[config.mk]
export PLATFORM = sky130hd
export DESIGN_NAME = sdram_seq_core
export DESIGN_NICKNAME = d
export VERILOG_FILES = /design/src/rtl/sdseq_pkg.sv /design/src/rtl/sdseq_row_table.sv /design/src/rtl/sdseq_wait_timer.sv /design/src/rtl/sdram_seq_core.sv
export SDC_FILE = /design/constraint.sdc
export NUM_CORES = 1
export LEC_CHECK = 0
export BUFFER_PORTS_ARGS = -buffer_cell sky130_fd_sc_hd__buf_4
export CELL_PAD_IN_SITES_DETAIL_PLACEMENT = 0
export CELL_PAD_IN_SITES_GLOBAL_PLACEMENT = 1
export CORE_MARGIN = 2
export CORE_UTILIZATION = 38
export CTS_CLUSTER_DIAMETER = 80
export DETAILED_ROUTE_END_ITERATION = 10
export PLACE_DENSITY = 0.79
export SLEW_MARGIN = 10
export SYNTH_ARGS = -nofsm -noshare
export SYNTH_HDL_FRONTEND = slang
export SYNTH_HIERARCHICAL = 1
export SYNTH_SLANG_ARGS = --single-unit
[constraint.sdc]
create_clock -name clk -period 3.82 [get_ports clk]
set_clock_uncertainty 0.05 [all_clocks]
set_input_delay 0.382 -clock clk [delete_from_list [all_inputs] [get_ports clk]]
set_output_delay 0.382 -clock clk [all_outputs]
set_load 0.05 [all_outputs]
[src/rtl/sdseq_pkg.sv]
// Package: shared command encoding and sequencer states.
// Assumes the command is driven as {cs_n, ras_n, cas_n, we_n}.
package sdseq_pkg;

    typedef enum logic [3:0] {
        CMD_PRE   = 4'b0010,
        CMD_ACT   = 4'b0011,
        CMD_WRITE = 4'b0100,
        CMD_READ  = 4'b0101,
        CMD_TBST  = 4'b0110,
        CMD_NOP   = 4'b0111
    } sd_cmd_e;

    typedef enum logic [1:0] {
        ST_IDLE,
        ST_PRE_WAIT,
        ST_ACT_WAIT,
        ST_RD_WAIT
    } seq_state_e;

endpackage

[src/rtl/sdseq_row_table.sv]
// Open-row table: one row register and one open flag per bank.
// Looks up the requested bank combinationally.
// Assumes open and close requests never arrive in the same cycle.
module sdseq_row_table #(
    parameter int BANKS  = 4,
    parameter int ROW_W  = 12,
    localparam int BANK_W = $clog2(BANKS)
) (
    input  logic              clk,
    input  logic              rst_n,
    input  logic [BANK_W-1:0] look_bank,
    input  logic [ROW_W-1:0]  look_row,
    input  logic              open_en,
    input  logic              close_en,
    output logic              is_open,
    output logic              is_hit
);

    logic [BANKS-1:0]            vld_all;
    logic [BANKS-1:0][ROW_W-1:0] row_all;

    generate
        for (genvar b = 0; b < BANKS; b++) begin : g_bank
            logic             vld_r;
            logic [ROW_W-1:0] row_r;

            // Track the open row of this bank; reset marks it closed.
            always_ff @(posedge clk) begin
                if (!rst_n) begin
                    vld_r <= 1'b0;
                    row_r <= '0;
                end else if (open_en && look_bank == BANK_W'(b)) begin
                    vld_r <= 1'b1;
                    row_r <= look_row;
                end else if (close_en && look_bank == BANK_W'(b)) begin
                    vld_r <= 1'b0;
                end
            end

            assign vld_all[b] = vld_r;
            assign row_all[b] = row_r;
        end
    endgenerate

    // Compare the requested row with the stored row of its bank.
    always_comb begin
        is_open = vld_all[look_bank];
        is_hit  = is_open && (row_all[look_bank] == look_row);
    end


    open_close_excl_chk: assert property (@(posedge clk) disable iff (!rst_n)
        !(open_en && close_en));


    open_only_closed_chk: assert property (@(posedge clk) disable iff (!rst_n)
        open_en |-> !is_open);

endmodule

[src/rtl/sdseq_wait_timer.sv]
// Down-counter for the command spacing waits (row-to-column,
// precharge-to-activate, CAS latency).
// Assumes it is loaded only once the previous wait has run out.
module sdseq_wait_timer #(
    parameter int CNT_W = 2
) (
    input  logic             clk,
    input  logic             rst_n,
    input  logic             load,
    input  logic [CNT_W-1:0] load_val,
    output logic [CNT_W-1:0] cnt,
    output logic             zero
);

    // Load a new wait or count the current one down to zero.
    always_ff @(posedge clk) begin
        if (!rst_n)
            cnt <= '0;
        else if (load)
            cnt <= load_val;
        else if (cnt != '0)
            cnt <= cnt - 1'b1;
    end

    assign zero = (cnt == '0);


    load_when_idle_chk: assert property (@(posedge clk) disable iff (!rst_n)
        load |-> zero);

endmodule

[src/rtl/sdram_seq_core.sv]
// SDRAM command sequencer with per-bank open-row tracking.
// Turns held single-word requests into PRECHARGE / ACTIVE /
// READ+BURST TERMINATE / WRITE sequences. All pin outputs are registered.
// Assumes: requests stay stable until req_ack; T_RCD, T_RP, CAS_LAT >= 1;
// COL_W <= ROW_W and ROW_W >= 11 so that address bit 10 exists.
module sdram_seq_core
    import sdseq_pkg::*;
#(
    parameter int ROW_W   = 12,
    parameter int COL_W   = 8,
    parameter int BANKS   = 4,
    parameter int DATA_W  = 32,
    parameter int T_RCD   = 2,
    parameter int T_RP    = 2,
    parameter int CAS_LAT = 2,
    localparam int BANK_W = $clog2(BANKS),
    localparam int ADDR_W = ROW_W + BANK_W + COL_W
) (
    input  logic              clk,
    input  logic              rst_n,
    input  logic              req_valid,
    input  logic              req_write,
    input  logic [ADDR_W-1:0] req_addr,
    input  logic [DATA_W-1:0] req_wdata,
    output logic              req_ack,
    output logic [DATA_W-1:0] rd_data,
    output logic              rd_valid,
    output logic              sd_cs_n,
    output logic              sd_ras_n,
    output logic              sd_cas_n,
    output logic              sd_we_n,
    output logic [BANK_W-1:0] sd_ba,
    output logic [ROW_W-1:0]  sd_addr,
    output logic [DATA_W-1:0] sd_dq_out,
    output logic              sd_dq_oe,
    input  logic [DATA_W-1:0] sd_dq_in
);

    localparam int MAX_A = (T_RCD > T_RP) ? T_RCD : T_RP;
    localparam int MAX_W = (MAX_A > CAS_LAT) ? MAX_A : CAS_LAT;
    localparam int CNT_W = $clog2(MAX_W + 1);

    logic [COL_W-1:0]  req_col;
    logic [BANK_W-1:0] req_bank;
    logic [ROW_W-1:0]  req_row;

    seq_state_e        state;
    sd_cmd_e           cmd_q;
    logic              is_open, is_hit;
    logic              t_load, t_zero;
    logic [CNT_W-1:0]  t_val, t_cnt;
    logic              do_pre, do_act, col_go, rd_done;

    // Split the word address into row, bank and column.
    always_comb begin
        req_col  = req_addr[COL_W-1:0];
        req_bank = req_addr[COL_W +: BANK_W];
        req_row  = req_addr[COL_W+BANK_W +: ROW_W];
    end

    sdseq_row_table #(.BANKS(BANKS), .ROW_W(ROW_W)) u_rows (
        .clk      (clk),
        .rst_n    (rst_n),
        .look_bank(req_bank),
        .look_row (req_row),
        .open_en  (do_act),
        .close_en (do_pre),
        .is_open  (is_open),
        .is_hit   (is_hit)
    );

    sdseq_wait_timer #(.CNT_W(CNT_W)) u_wait (
        .clk     (clk),
        .rst_n   (rst_n),
        .load    (t_load),
        .load_val(t_val),
        .cnt     (t_cnt),
        .zero    (t_zero)
    );

    // Decide which command, if any, the next edge issues.
    always_comb begin
        do_pre  = req_valid && state == ST_IDLE && is_open && !is_hit;
        do_act  = req_valid && ((state == ST_IDLE && !is_open) ||
                                (state == ST_PRE_WAIT && t_zero));
        col_go  = req_valid && ((state == ST_IDLE && is_hit) ||
                                (state == ST_ACT_WAIT && t_zero));
        rd_done = state == ST_RD_WAIT && t_zero;
        req_ack = (col_go && req_write) || rd_done;
    end

    // Pick the wait loaded with each command that needs spacing.
    always_comb begin
        t_load = 1'b0;
        t_val  = '0;
        if (do_pre) begin
            t_load = 1'b1;
            t_val  = CNT_W'(T_RP - 1);
        end else if (do_act) begin
            t_load = 1'b1;
            t_val  = CNT_W'(T_RCD - 1);
        end else if (col_go && !req_write) begin
            t_load = 1'b1;
            t_val  = CNT_W'(CAS_LAT);
        end
    end

    // Register the pins, advance the state and capture read data.
    always_ff @(posedge clk) begin
        if (!rst_n) begin
            state     <= ST_IDLE;
            cmd_q     <= CMD_NOP;
            sd_ba     <= '0;
            sd_addr   <= '0;
            sd_dq_out <= '0;
            sd_dq_oe  <= 1'b0;
            rd_data   <= '0;
            rd_valid  <= 1'b0;
        end else begin
            cmd_q    <= CMD_NOP;
            sd_dq_oe <= 1'b0;
            rd_valid <= 1'b0;
            if (do_pre) begin
                cmd_q   <= CMD_PRE;
                sd_ba   <= req_bank;
                sd_addr <= '0;
                state   <= ST_PRE_WAIT;
            end else if (do_act) begin
                cmd_q   <= CMD_ACT;
                sd_ba   <= req_bank;
                sd_addr <= req_row;
                state   <= ST_ACT_WAIT;
            end else if (col_go) begin
                sd_ba   <= req_bank;
                sd_addr <= ROW_W'(req_col);
                if (req_write) begin
                    cmd_q     <= CMD_WRITE;
                    sd_dq_out <= req_wdata;
                    sd_dq_oe  <= 1'b1;
                    state     <= ST_IDLE;
                end else begin
                    cmd_q <= CMD_READ;
                    state <= ST_RD_WAIT;
                end
            end else if (state == ST_RD_WAIT) begin
                if (t_zero) begin
                    rd_data  <= sd_dq_in;
                    rd_valid <= 1'b1;
                    state    <= ST_IDLE;
                end else if (t_cnt == CNT_W'(CAS_LAT)) begin
                    cmd_q <= CMD_TBST;
                end
            end
        end
    end

    assign {sd_cs_n, sd_ras_n, sd_cas_n, sd_we_n} = cmd_q;


    read_then_tbst_chk: assert property (@(posedge clk) disable iff (!rst_n)
        cmd_q == CMD_READ |=> cmd_q == CMD_TBST);


    no_tbst_after_write_chk: assert property (@(posedge clk) disable iff (!rst_n)
        cmd_q == CMD_WRITE |=> cmd_q != CMD_TBST);


    rd_valid_pulse_chk: assert property (@(posedge clk) disable iff (!rst_n)
        rd_valid |=> !rd_valid);


    pre_then_nop_chk: assert property (@(posedge clk) disable iff (!rst_n)
        (T_RP > 1 && cmd_q == CMD_PRE) |=> cmd_q == CMD_NOP);


    act_then_nop_chk: assert property (@(posedge clk) disable iff (!rst_n)
        (T_RCD > 1 && cmd_q == CMD_ACT) |=> cmd_q == CMD_NOP);


    col_needs_open_row_chk: assert property (@(posedge clk) disable iff (!rst_n)
        col_go |-> is_hit);


    hold_until_ack_chk: assert property (@(posedge clk) disable iff (!rst_n)
        (req_valid && !req_ack) |=> (req_valid && $stable(req_addr) && $stable(req_write)));

endmodule

After elaboration in Yosys (flattened, before gate mapping)
Cells that the tools add are included.
{ "classes": {"n_mux": 40, "addsub": 1, "n_shift": 0, "order_cmp": 1, "bitwise_logic": 5, "n_eq_ne": 8, "div": 0, "n_reduce_logical": 50, "multipliers": 0} }
{ "ops": {"columns": ["operator", "n"], "rows": [
  ["$mux 12", 3],
  ["$mux 2", 14],
  ["$bmux 12 s2", 1],
  ["$logic_and 1x1->1", 21],
  ["$mux 1", 19],
  ["$reduce_bool 2->1", 7],
  ["$eq 12x12->1", 1],
  ["$eq 2x2->1 const B", 5],
  ["$reduce_bool 3->1", 3],
  ["$reduce_bool 4->1", 2],
  ["$logic_not 2->1", 3],
  ["$mux 3", 2],
  ["$not 1->1", 5],
  ["$reduce_and 5->1", 1],
  ["$reduce_or 5->1", 1],
  ["$eq 2x1->1 const B", 2],
  ["$reduce_and 2->1", 2],
  ["$reduce_and 4->1", 1],
  ["$reduce_or 4->1", 1],
  ["$logic_not 1->1", 3],
  ["$logic_or 1x1->1", 3],
  ["$lt 2x3->1 const B", 1],
  ["$reduce_or 3->1", 1],
  ["$bmux 1 s2", 1],
  ["2 further kinds", 2]
]} }
{ "word_totals": {"register_bits": 140, "ramBits": 0, "wordCells": 124, "output_inout_bits": 85, "latchBits": 0, "romBits": 0, "in_bits": 90, "n_memories": 0} }

Logic depth before layout (Yosys ltp)
{ "logic_depth": {"ltp_word": 12, "depth_mapped": 11, "depth_no_buf": 9} }

Cells and area by module
Netlist, hierarchy kept.
{ "modules_own_cells": {"columns": ["module", "instances", "cells_per_inst", "seq_area_each_um2", "area_per_inst_um2"], "rows": [
  ["sdram_seq_core", 1, 402, 1701.6, 3372.0],
  ["sdseq_row_table", 1, 273, 1041.0, 2454.9],
  ["sdseq_wait_timer", 1, 13, 40.0, 123.9]
]} }

Least setup slack after synthesis
No wires, ideal clock.
{ "synth_timing": {"kind": "in2out", "from": "in req_addr[9]", "to": "out req_ack", "stages": 8, "required_ps": 3388, "arrival_time_ps": 2588, "slack_ps": 800, "n_path_buf": 1, "path_cell_list": "buf_6 mux4_1 xnor2_1 nand4_1 a2111oi_2 mux2_2 nand4_1 nand2_1"} }
{ "synth_via": {"elab_chain_len": 9, "word_cells_on_any_way": 11, "cone_classes": "1 x eq/ne; 4 x mux; 6 x reduce/logical"} }
{ "synth_lines": {"columns": ["item", "line_no", "rtl"], "rows": [
  ["start: declaration", "sdram_seq_core.sv:23", "input logic [ADDR_W-1:0] req_addr,"],
  ["$bmux 12 s2", "sdseq_row_table.sv:48", "is_hit = is_open && (row_all[look_bank] == look_row);"],
  ["$mux 12 (implied by the code)", "sdseq_row_table.sv:48", null],
  ["$eq 12x12->1", "sdseq_row_table.sv:48", null],
  ["$logic_and 1x1->1 *", "sdseq_row_table.sv:48", null],
  ["net is_hit", "sdram_seq_core.sv:49", "logic is_open, is_hit;"],
  ["$logic_and 1x1->1 *", "sdram_seq_core.sv:86", "col_go = req_valid && ((state == ST_IDLE && is_hit) ||"],
  ["$logic_or 1x1->1 *", "sdram_seq_core.sv:86", null],
  ["$logic_and 1x1->1 *", "sdram_seq_core.sv:86", null],
  ["$logic_and 1x1->1 *", "sdram_seq_core.sv:89", "req_ack = (col_go && req_write) || rd_done;"],
  ["$logic_or 1x1->1 *", "sdram_seq_core.sv:89", null],
  ["end: declaration", "sdram_seq_core.sv:25", "output logic req_ack,"]
]} }
Mark *: on every way through the listed nets, which the timed path passes. The rest lies on a longest branch. The select of a mux whose other input is x is not followed.

Worst setup path after layout
Ends and elaborated chain as after synthesis.

==> results_dict.tcl <==
set metrics [dict create \
    drive_gt1_frac 0.255 \
    timing.fmax_mhz 278 \
    drc 0 \
    fin_tns_setup_ns 0 \
    portBuffers 173 \
    routed_via_density 4.90 \
    holdPathStages 3 \
    layout_min_cycle_time_ns 3.59 \
    grt_overflow 0 \
    required_ns 3.39 \
    die_h_um 129 \
    period_share 0.941 \
    path_clk_slew_ns 0.06 \
    ant_nets 0 \
    final_util 0.516 \
    cts_num_sinks 139 \
    grt_use_total 0.190 \
    critPathLaunch "req_addr[9]" \
    cts_max_level 4 \
    grt_first_pass_wirelength_mm 24.7 \
    grt_pass1_vias 4881 \
    cp-start-kind "input port" \
    status "complete, no violations" \
    synthTopCellsByArea "dfxtp_1 47%, nand2_1 15%, a21boi_0 6.2%, mux2i_1 6.1%, a21oi_1 4.5%" \
    num_vias 5194 \
    rr_worst_depth 8 \
    syn_area_mm2 0.00595 \
    r2r-start "u_rows/g_bank[2].row_r[5]" \
    finalPower_mw 4.05 \
    layout_setup_ws_ns 0.226 \
    drt-wirelength-per-cell_um 15.0 \
    antenna_found_initial 0 \
    nFillCells 1422 \
    postCtsResizedCells 0 \
    synth_ff_type "dfxtp_1" \
    cp_max_fo 23 \
    worstHoldPathType "input port to flop" \
    yosysMostFrequentCell "nand2_1" \
    synth.top_cell.area_share 0.468 \
    reg2reg_slack_ns 0.65 \
    worst_slew_pin_slew_ns 1.06 \
    relSlewSlack 0.290 \
    clock_path_buffers 2 \
    peakVddDrop_mv 0.308 \
    syn_area_per_cell_um2 8.65 \
    synth_top_cell_by_area "dfxtp_1" \
    min_from "req_wdata[25]" \
    worst_setup_path_end_kind "primary output" \
    cts_tree "done" \
    pre_cts_ws_ns 0.219 \
    synth_seq_cells 139 \
    finalSetupViolCount 0 \
    drv_slew 0 \
    die-area_mm2 0.0167 \
    io_pins 175 \
    holdBufCountCts 0 \
    grt_setup_unrepaired "no" \
    hold_violations 0 \
    grt_max_degree 65 \
    syn-num-nets 779 \
    first_pass_iters 5 \
    p_leak_nw 3.13 \
    hpwl_mm 11.4 \
    final_nets 932 \
    synth_edf_count 0 \
    crit_arrival_ns 3.16 \
    root_buffer "clkbuf_16" \
    drt_iter0_markers 305 \
    gp_congestion 0.800 \
    core_area_mm2 0.0153 \
    diodes 0 \
    criticalPathCategory "input port to primary output" \
    cts_setup_buffers 0 \
    std_cell_rows 45 \
    async_flop_share 0 \
    ys_seq_area_frac 0.468 \
    numCtsBuffers 17 \
    synth_common_cells "238 x nand2_1, 139 x dfxtp_1, 53 x a21oi_1" \
    drv_cap 0 \
    area_growth_pct 32.3 \
    synth_cells 688 \
    power.density_mw_per_mm2 515 \
    yosys_warnings 6 \
    dieWidth_um 129 \
    hold_ws_ns 0.165 \
    r2r-end "cmd_q[1]" \
    clk_latency_ns 0.42 \
    wl_mm 16.0 \
    yosysUniqueCellTypes 47 \
    start_util 0.390 \
    min_delay_worst_endpoint "sd_dq_out[25]" \
]
worst max-delay path, stage by stage:
cell	delay, ns
buf_4	0.30
mux4_1	0.63
xnor2_1	0.17
nand4_1	0.16
a2111oi_2	0.70
mux2_2	0.29
nand4_1	0.20
nand2_1	0.13
buf_4	0.20
flip-flops by register name (all words and copies together) (netlist names):
name                 cells
cmd_q                    3
rd_data                 32
rd_valid                 1
sd_addr                 12
sd_ba                    2
sd_dq_oe                 1
sd_dq_out               32
state                    2
u_rows/g_bank.row_r     48
u_rows/g_bank.vld_r      4
u_wait/cnt               2
stage by stage:
stage | area (µm²) | instances
4_1_cts | 7870 | 1061
3_3_place_gp | 7370 | 1033
3_5_place_dp | 7370 | 1033
6_report | 7870 | 1061
5_1_grt | 7870 | 1061
2_1_floorplan | 5950 | 688
worst max path at each step:
stage                        end  slack (ns)  depth (start not counted)
detailed placement  sd_dq_out[2]        0.22                         10
global route             req_ack        0.03                          9
global placement         req_ack        0.35                          9
CTS                      req_ack        0.25                          9
finish                   req_ack        0.23                          9
floorplan                req_ack        0.80                          8
power by group:
group          internal, mW  switching [mW]  total [mW]
Clock                 0.892           0.555        1.45
Sequential             1.56          0.0754        1.64
Combinational         0.353           0.617       0.970
metal layers:
layer  wire (µm)  GRT usage  vias to the layer above
met5           0          0                        -
met4         155     0.0569                        0
met3         940     0.0471                       11
met2        7780      0.322                      157
met1        7090      0.238                     2421
li1            -          -                     2605
cells by family after synthesis:
family | Yosys count | synth area share
buffers and inverters | 55 | 0.0435
flip-flops | 139 | 0.468
AND/OR/NAND/NOR | 286 | 0.199
other | 1 | 0.000630
multiplexers | 48 | 0.110
AO/OA/AOI/OAI | 143 | 0.155
XOR/XNOR | 15 | 0.0221
adder cells (fa/ha/maj) | 1 | 0.00210
placed cells by master, fill, tap and decap left out, types with 2 or more instances in the layout:
| cell type | synthesis | layout |
|---|---|---|
| a21boi_0 | 49 | 49 |
| a21o_1 | 2 | 2 |
| a21oi_1 | 53 | 53 |
| a21oi_2 | 2 | 2 |
| a22oi_1 | 8 | 8 |
| and2_1 | 2 | 2 |
| and3_1 | 2 | 2 |
| buf_4 | 1 | 181 |
| clkbuf_1 | 28 | 6 |
| clkbuf_16 | 0 | 17 |
| clkinv_2 | 0 | 3 |
| dfxtp_1 | 139 | 139 |
| inv_1 | 6 | 6 |
| mux2i_1 | 36 | 36 |
| mux4_1 | 9 | 9 |
| mux4_2 | 2 | 2 |
| nand2_1 | 238 | 238 |
| nand2b_1 | 7 | 7 |
| nand3_1 | 9 | 9 |
| nand4_1 | 4 | 4 |
| nor2_1 | 6 | 6 |
| nor2b_1 | 7 | 7 |
| o21ai_0 | 21 | 21 |
| or2_2 | 2 | 2 |
| xnor2_1 | 12 | 12 |
| xor2_1 | 3 | 3 |
cell type report:
class | count | area (µm²) | area share
Multi-Input combinational cell | 494 | 2910 | 0.370
Inverter | 7 | 26.3 | 0.00334
Sequential cell | 139 | 2780 | 0.353
Tap cell | 211 | 264 | 0.0335
Clock buffer | 24 | 462 | 0.0586
Clock inverter | 4 | 45.0 | 0.00572
Timing Repair Buffer | 182 | 1380 | 0.175
(Power assumes the default switching activity.)
